--- src/rtl/init_pulse_pkg.sv ---
package init_pulse_pkg;

    localparam int unsigned DATA_W     = 2;
    localparam int unsigned CPU_BIT    = 0;
    localparam int unsigned SYSSEL_BIT = 1;

    typedef struct packed {
        logic sys_sel;
        logic cpu_rst;
    } rstctl_t;

    typedef struct packed {
        logic fast;
        logic cpu;
    } cause_t;

    typedef enum logic {
        TMR_IDLE = 1'b0,
        TMR_LOW  = 1'b1
    } tmr_state_e;

    function automatic logic rising(input logic old_v, input logic new_v);
        return ~old_v & new_v;
    endfunction

    function automatic rstctl_t unpack_rstctl(input logic [DATA_W-1:0] d);
        rstctl_t r;
        r.cpu_rst = d[CPU_BIT];
        r.sys_sel = d[SYSSEL_BIT];
        return r;
    endfunction

endpackage

--- src/rtl/init_ctrl_regs.sv ---
module init_ctrl_regs
    import init_pulse_pkg::*;
(
    input  logic              clk,
    input  logic              rst,
    input  logic              wr_en,
    input  logic              sel_fast,
    input  logic              sel_rstctl,
    input  logic [DATA_W-1:0] wdata,
    output logic              fast_q,
    output logic              fast_nxt,
    output rstctl_t           rc_q,
    output rstctl_t           rc_nxt
);

    always_comb begin
        fast_nxt = fast_q;
        rc_nxt   = rc_q;
        if (wr_en && sel_fast) begin
            fast_nxt = wdata[0];
        end
        if (wr_en && sel_rstctl) begin
            rc_nxt = unpack_rstctl(wdata);
        end
    end

    always_ff @(posedge clk) begin
        if (rst) begin
            fast_q <= 1'b0;
            rc_q   <= '0;
        end else begin
            fast_q <= fast_nxt;
            rc_q   <= rc_nxt;
        end
    end

    // an unselected register keeps its value
    a_r2_fast_hold: assert property (@(posedge clk) disable iff (rst)
        !(wr_en && sel_fast) |=> $stable(fast_q));
    a_r2_rc_hold: assert property (@(posedge clk) disable iff (rst)
        !(wr_en && sel_rstctl) |=> $stable(rc_q));

endmodule

--- src/rtl/init_cause_detect.sv ---
module init_cause_detect
    import init_pulse_pkg::*;
(
    input  logic    fast_q,
    input  logic    fast_nxt,
    input  rstctl_t rc_q,
    input  rstctl_t rc_nxt,
    output cause_t  cause,
    output logic    trigger
);

    always_comb begin
        cause.fast = rising(fast_q, fast_nxt);
        cause.cpu  = rising(rc_q.cpu_rst, rc_nxt.cpu_rst) & ~rc_nxt.sys_sel;
        trigger    = |cause;
    end

endmodule

--- src/rtl/init_pulse_timer.sv ---
module init_pulse_timer
    import init_pulse_pkg::*;
#(
    parameter int unsigned PULSE_LEN = 16
) (
    input  logic clk,
    input  logic rst,
    input  logic trigger,
    output logic init_n,
    output logic init_done
);

    localparam int unsigned CNT_W = (PULSE_LEN > 2) ? $clog2(PULSE_LEN) : 1;
    localparam logic [CNT_W-1:0] LAST = CNT_W'(PULSE_LEN - 1);

    tmr_state_e       state;
    logic [CNT_W-1:0] cnt;

    always_ff @(posedge clk) begin
        if (rst) begin
            state     <= TMR_IDLE;
            cnt       <= '0;
            init_done <= 1'b0;
        end else begin
            init_done <= 1'b0;
            unique case (state)
                TMR_IDLE: begin
                    if (trigger) begin
                        state <= TMR_LOW;
                        cnt   <= LAST;
                    end
                end
                TMR_LOW: begin
                    if (cnt == '0) begin
                        state     <= TMR_IDLE;
                        init_done <= 1'b1;
                    end else begin
                        cnt <= cnt - 1'b1;
                    end
                end
                default: state <= TMR_IDLE;
            endcase
        end
    end

    assign init_n = (state == TMR_IDLE);

    // checker counter for the low width
    logic [CNT_W:0] low_run;
    always_ff @(posedge clk) begin
        if (rst) low_run <= '0;
        else if (!init_n) low_run <= low_run + 1'b1;
        else low_run <= '0;
    end

    a_r7_low_not_too_long: assert property (@(posedge clk) disable iff (rst)
        low_run <= (CNT_W+1)'(PULSE_LEN));
    a_r7_low_exact: assert property (@(posedge clk) disable iff (rst)
        $rose(init_n) |-> (low_run == (CNT_W+1)'(PULSE_LEN)));
    a_r8_count_advances: assert property (@(posedge clk) disable iff (rst)
        (!init_n && cnt != '0) |=> (!init_n && cnt == $past(cnt) - 1'b1));
    a_r9_done_single: assert property (@(posedge clk) disable iff (rst)
        init_done |=> !init_done);
    a_r9_done_at_release: assert property (@(posedge clk) disable iff (rst)
        init_done |-> (init_n && $past(!init_n)));

endmodule

--- src/rtl/proc_init_pulse_gen.sv ---
module proc_init_pulse_gen
    import init_pulse_pkg::*;
#(
    parameter int unsigned PULSE_LEN = 16
) (
    input  logic              clk,
    input  logic              rst,
    input  logic              wr_en,
    input  logic              sel_fast,
    input  logic              sel_rstctl,
    input  logic [DATA_W-1:0] wdata,
    output logic              rd_fast,
    output logic [DATA_W-1:0] rd_rstctl,
    output logic              init_n,
    output logic              init_done
);

    logic    fast_q, fast_nxt;
    rstctl_t rc_q, rc_nxt;
    cause_t  cause;
    logic    trigger;

    init_ctrl_regs u_regs (
        .clk        (clk),
        .rst        (rst),
        .wr_en      (wr_en),
        .sel_fast   (sel_fast),
        .sel_rstctl (sel_rstctl),
        .wdata      (wdata),
        .fast_q     (fast_q),
        .fast_nxt   (fast_nxt),
        .rc_q       (rc_q),
        .rc_nxt     (rc_nxt)
    );

    init_cause_detect u_cause (
        .fast_q   (fast_q),
        .fast_nxt (fast_nxt),
        .rc_q     (rc_q),
        .rc_nxt   (rc_nxt),
        .cause    (cause),
        .trigger  (trigger)
    );

    init_pulse_timer #(.PULSE_LEN(PULSE_LEN)) u_timer (
        .clk       (clk),
        .rst       (rst),
        .trigger   (trigger),
        .init_n    (init_n),
        .init_done (init_done)
    );

    always_comb begin
        rd_fast               = fast_q;
        rd_rstctl             = '0;
        rd_rstctl[CPU_BIT]    = rc_q.cpu_rst;
        rd_rstctl[SYSSEL_BIT] = rc_q.sys_sel;
    end

    // fast-init rise from idle starts the pulse
    a_r3_fast_starts: assert property (@(posedge clk) disable iff (rst)
        (wr_en && sel_fast && wdata[0] && !rd_fast && init_n) |=> !init_n);
    // CPU-reset rise with system select set does not start a pulse
    a_r5_sysel_blocks: assert property (@(posedge clk) disable iff (rst)
        (wr_en && sel_rstctl && !sel_fast && wdata[SYSSEL_BIT] && init_n) |=> init_n);
    // no write, no pulse start
    a_r6_idle_no_write: assert property (@(posedge clk) disable iff (rst)
        (!wr_en && init_n) |=> init_n);
    // after reset the output is released
    a_r1_reset_release: assert property (@(posedge clk)
        $past(rst) |-> (init_n && !init_done));

endmodule

--- config.mk ---
export PLATFORM = sky130hd
export DESIGN_NAME = proc_init_pulse_gen
export DESIGN_NICKNAME = d
export VERILOG_FILES = /design/src/rtl/init_pulse_pkg.sv /design/src/rtl/init_ctrl_regs.sv /design/src/rtl/init_cause_detect.sv /design/src/rtl/init_pulse_timer.sv /design/src/rtl/proc_init_pulse_gen.sv
export SDC_FILE = /design/constraint.sdc
export NUM_CORES = 1
export LEC_CHECK = 0
export BUFFER_PORTS_ARGS = -buffer_cell sky130_fd_sc_hd__buf_2
export CORE_AREA = 2 2 39 41
export DETAILED_ROUTE_END_ITERATION = 8
export DIE_AREA = 0 0 41 43
export GPL_ROUTABILITY_DRIVEN = 0
export SKIP_LAST_GASP = 1
export SLEW_MARGIN = 20
export SYNTH_ARGS = -nofsm -noshare
export SYNTH_HDL_FRONTEND = slang
export SYNTH_SLANG_ARGS = --single-unit
--- constraint.sdc ---
create_clock -name clk -period 1.7 [get_ports clk]
set_input_delay 0.085 -clock clk [delete_from_list [all_inputs] [get_ports clk]]
set_output_delay 0.085 -clock clk [all_outputs]
set_load 0.1 [all_outputs]
* Yosys cells after proc, flatten, opt, wreduce, memory -nomap -nowiden
Cells that the tools add are included.
** Word-level totals
- Latch bits :: 0
- Bits of input ports :: 7
- Output and inout bits :: 5
- Register bits :: 9
- Memory bits (read-only) :: 0
- Memories kept :: 0
- Word-level logic and storage cells :: 31
- RAM bits :: 0
** Operators by class
- Multiplexer cells :: 9
- Bitwise operators :: 7
- Add/sub/neg operators :: 1
- $mul :: 0
- Div/mod/pow operators :: 0
- Equal/unequal tests :: 2
- Shifts and indexed selects :: 0
- Reductions and logical operators :: 6
- $lt $le $gt $ge :: 0
** Operator list (count)
- two-way mux 4 bit :: 2
- one-hot mux 4 bit (2 select lines) :: 1
- logical NOT 4 bit :: 1
- two-way mux 1 bit :: 4
- != test 2 bit, second input constant :: 2
- inverter 1 bit :: 4
- OR reduction 2 bit :: 2
- subtractor 4 x 1 -> 4 bit, second input constant :: 1
- AND 1 bit :: 3
- logical AND 1 bit :: 2
- two-way mux 2 bit :: 1
- one-hot mux 1 bit (2 select lines) :: 1
- AND reduction 2 bit :: 1

* Logic depth before layout (Yosys ltp)
- Word-level depth :: 7
- Mapped depth :: 5
- Gate-level depth less buffers :: 5

* Cells and area by module
Synthesis repeated with hierarchy kept, for this count alone.
** Second synthesis, totals
- Cells, all modules :: 48
- Area total of the unflattened synthesis :: 499.2 um2
** By module, submodules not included
- init_pulse_timer :: cells each 29, instances 1, area each 301.5 um2, seq. area each 120.1 um2
- init_ctrl_regs :: cells each 16, instances 1, area each 165.2 um2, seq. area each 60.1 um2
- init_cause_detect :: cells each 3, instances 1, area each 32.5 um2, seq. area each 0.0 um2

* Least setup slack after synthesis
No wires, ideal clock.
- Path type :: register to register
- Start :: reg, netlist name u_regs.rc_q[0]
- End :: reg u_timer.cnt[2]
- Required time :: 1561 ps
- Buffers on the path :: 0
- Path slack :: -115 ps
- Library setup time :: 139 ps
- Data arrival time :: 1677 ps
- Stages on the path, launching flop included :: 4
- Cells stage by stage :: dfxtp_1 and4b_1 a211oi_2 a221oi_1
** On the way
- Cells in the longest elaborated chain, start to end :: 6
** RTL lines
- two-way mux 2 bit or inverter 1 bit (tied branches) :: line init_ctrl_regs.sv:22, init_pulse_pkg.sv:23
- AND 1 bit * :: line init_pulse_pkg.sv:23 : return ~old_v & new_v;
- AND 1 bit * :: line init_cause_detect.sv:14 : cause.cpu = rising(rc_q.cpu_rst, rc_nxt.cpu_rst) & ~rc_nxt.sys_sel;
- OR reduction 2 bit * :: line init_cause_detect.sv:15 : trigger = |cause;
- != test 2 bit (no source line) *
- AND reduction 2 bit (no source line) *
- to (signal assigned) :: line init_pulse_timer.sv:38 : cnt <= cnt - 1'b1;
- to (decl) :: line init_pulse_timer.sv:17 : logic [CNT_W-1:0] cnt;
Every way passes the cells marked *; elsewhere a longest branch is shown, timed or not.
A chain may end at the register's enable or synchronous reset.

* Worst setup path in the final report
- Start :: reg u_timer.cnt[1]
- End :: reg u_timer.cnt[0]
** On the way
- Cells in the longest elaborated chain, start to end :: 3
** RTL lines
- logical NOT 4 bit :: line init_pulse_timer.sv:34 : if (cnt == '0) begin
- != test 2 bit (no source line)
- AND reduction 2 bit (no source line)
Every way passes these cells.

==> flow_summary.ini <==
[global_route]
antenna_found_initial = 0
grt_pass1_wl_mm = 1.50
gr-usage-all-layers = 0.136
grt_max_degree = 10
grt.busiest_layer = met2
grt_use_met2 = 0.184
grt_pass1_vias = 362
grt-ovfl-total = 0
use_met1 = 0.148
met3_usage = 0.0471

[logic_synthesis]
synth_largest_area_cell = dfxtp_1
ys_types = 21
ys_seq_area_frac = 0.402
yosys_register_bits = 9
synth.cell_area_um2 = 448
avgSynthCellArea_um2 = 8.45
synthCells = 53
synth_top_area_frac = 0.402
netlist_top_cells_area = dfxtp_1, nand2_1, nor2_1, a21oi_1, and4b_1
yosysWarnings = 0
synth_fp_nets = 61

[sta]
rsz0062_at_grt = no
drv_slew = 0
fin_crit_sh = 0.795
worst_slew_pin_slew_ns = 0.485
final-hold-violation-count = 0
fmax_ghz = 0.740
max_slew_margin = 0.679
period_needed_ns = 1.35
finClkSkew_ns = 0.00520
setup_tns_ns = 0
setup_viol = 0

[clock_network]
cts_resized = 0
clkTransAtPathRegs_ns = 0.06
ctsHoldBuffers = 0
cts_tree = done
cts_max_path_buffers = 2
numCtsBuffers = 3
h-tree-depth = 1
cts.sinks = 9
clock_latency_ns = 0.26
postCtsSetupBuffers = 0
root_buffer = clkbuf_4

[floorplanning]
die_y_um = 43
fp.dieW_um = 41
ioPinCount = 12
rows = 14
core_area_mm2 = 0.00138
die-area_mm2 = 0.00176
start_util = 0.324

[routing]
ant_nets = 0
dr.pass1.iters = 4
via_count = 414
drt_wl_total_um = 864
vias_per_cell = 4.99
wl_per_cell_um = 10.4
drcViolationCount = 0
drtIter0Drc = 4

[power]
finalPower_mw = 0.558
p_leak_nw = 0.231
ir_drop_mv = 0.486
power_density_mw_per_mm2 = 1020

[setup_path]
cp_max_fo = 5
r2r_slack_ns = 0.35
worst_r2r_endpoint = u_timer.cnt[0]
worstPathArrival_ns = 1.54
critPathLaunchType = flip-flop
crit_required_ns = 1.89
end_kind = flip-flop
worst-setup-path-type = flip-flop to flip-flop
r2r-start = u_timer.cnt[1]
r2r_cells = 5

[final_layout]
layout.cells.most_common_list = buf_2, nand2_1, dfxtp_1
fin_nets = 76
antenna_cells = 0
drive_above_1_share = 0.284
fin_util = 0.396
syn_to_final_growth_pct = 22.3
final_cells = 83
fin_area_um2 = 548
layout_commonest_cell = buf_2

[placed_design]
io_buffers = 11
post_dp_cell_area_um2 = 522
place_hpwl_um = 670
place_inst = 79

[hold_path]
hp-class = input pin to flip-flop
hp-start = sel_fast
hold_depth = 3
hold_end = u_regs.fast_q

[run]
cap_violations = 0

[status]
status = completed
metal layers:
metal / part of all wire / wire, um / vias up
met1: 0.45 / 386 / 187
met5: 0 / 0 / -
met4: 0.017 / 15 / 0
li1: - / - / 217
met2: 0.50 / 431 / 8
met3: 0.036 / 31 / 2
metrics by stage:
stage	setup WS (ns)	hold WS, ns
after global routing	0.195	0.103
after global placement	0.353	0.368
after CTS	0.333	0.0914
after detailed placement	0.344	0.370
after floorplan	0.205	0.225
final	0.348	0.0992
synthesized netlist by cell type:
master,number
a2111oi_2,1
and4b_1,2
o311ai_0,1
nand2b_1,2
nand2_1,8
dfxtp_1,9
or2_2,1
nor2_1,6
nand3_1,3
a211oi_1,2
a211o_1,1
a221oi_1,1
inv_1,5
or4b_1,1
mux2_1,1
a21oi_1,4
clkbuf_1,1
o21ai_1,1
ha_1,1
a211oi_2,1
nand4bb_1,1
registers in the layout, summed over array words and instances (netlist names):
register and count:
u_timer.cnt 4, u_regs.rc_q 2, u_regs.fast_q 1, u_timer.init_done 1
u_timer.state 1
cell type report:
type | count | area (um2)
Tap cell | 16 | 20.0
Multi-Input combinational cell | 38 | 245
Timing Repair Buffer | 11 | 55.1
Clock buffer | 4 | 26.3
Sequential cell | 9 | 183
Inverter | 5 | 18.8
Fill cell | 132 | 836
worst max-delay path, stage by stage (launching register included):
cell and delay (ns):
dfxtp_1 0.32, inv_1 0.09, ha_1 0.22, nand4bb_1 0.24, a211o_1 0.35, o21ai_1 0.07
report_power, final:
part | switching, mW | leakage [nW] | internal (mW)
registers | 0.0197 | 0.0748 | 0.231
logic | 0.0962 | 0.141 | 0.0513
clock network | 0.0701 | 0.0150 | 0.0902
worst max-delay path by stage:
stage / startpoint / endpoint / slack (ns) / cells after the start
floorplan: u_regs.rc_q[0] / u_timer.cnt[2] / 0.20 / 3
global placement: u_timer.cnt[1] / u_timer.cnt[0] / 0.35 / 5
detailed placement: u_timer.cnt[1] / u_timer.cnt[0] / 0.34 / 5
CTS: u_timer.cnt[1] / u_timer.cnt[0] / 0.33 / 5
global route: u_timer.cnt[0] / u_timer.cnt[1] / 0.19 / 5
finish: u_timer.cnt[1] / u_timer.cnt[0] / 0.35 / 5
logic make-up after synthesis:
group | count (synthesis) | share of synthesized area
AO/OA/AOI/OAI | 12 | 0.209
buffers and inverters | 6 | 0.0503
multiplexers | 1 | 0.0251
AND/OR/NAND/NOR | 24 | 0.285
adder cells (fa/ha/maj) | 1 | 0.0279
flip-flops | 9 | 0.402
(Power assumes the default switching activity.)
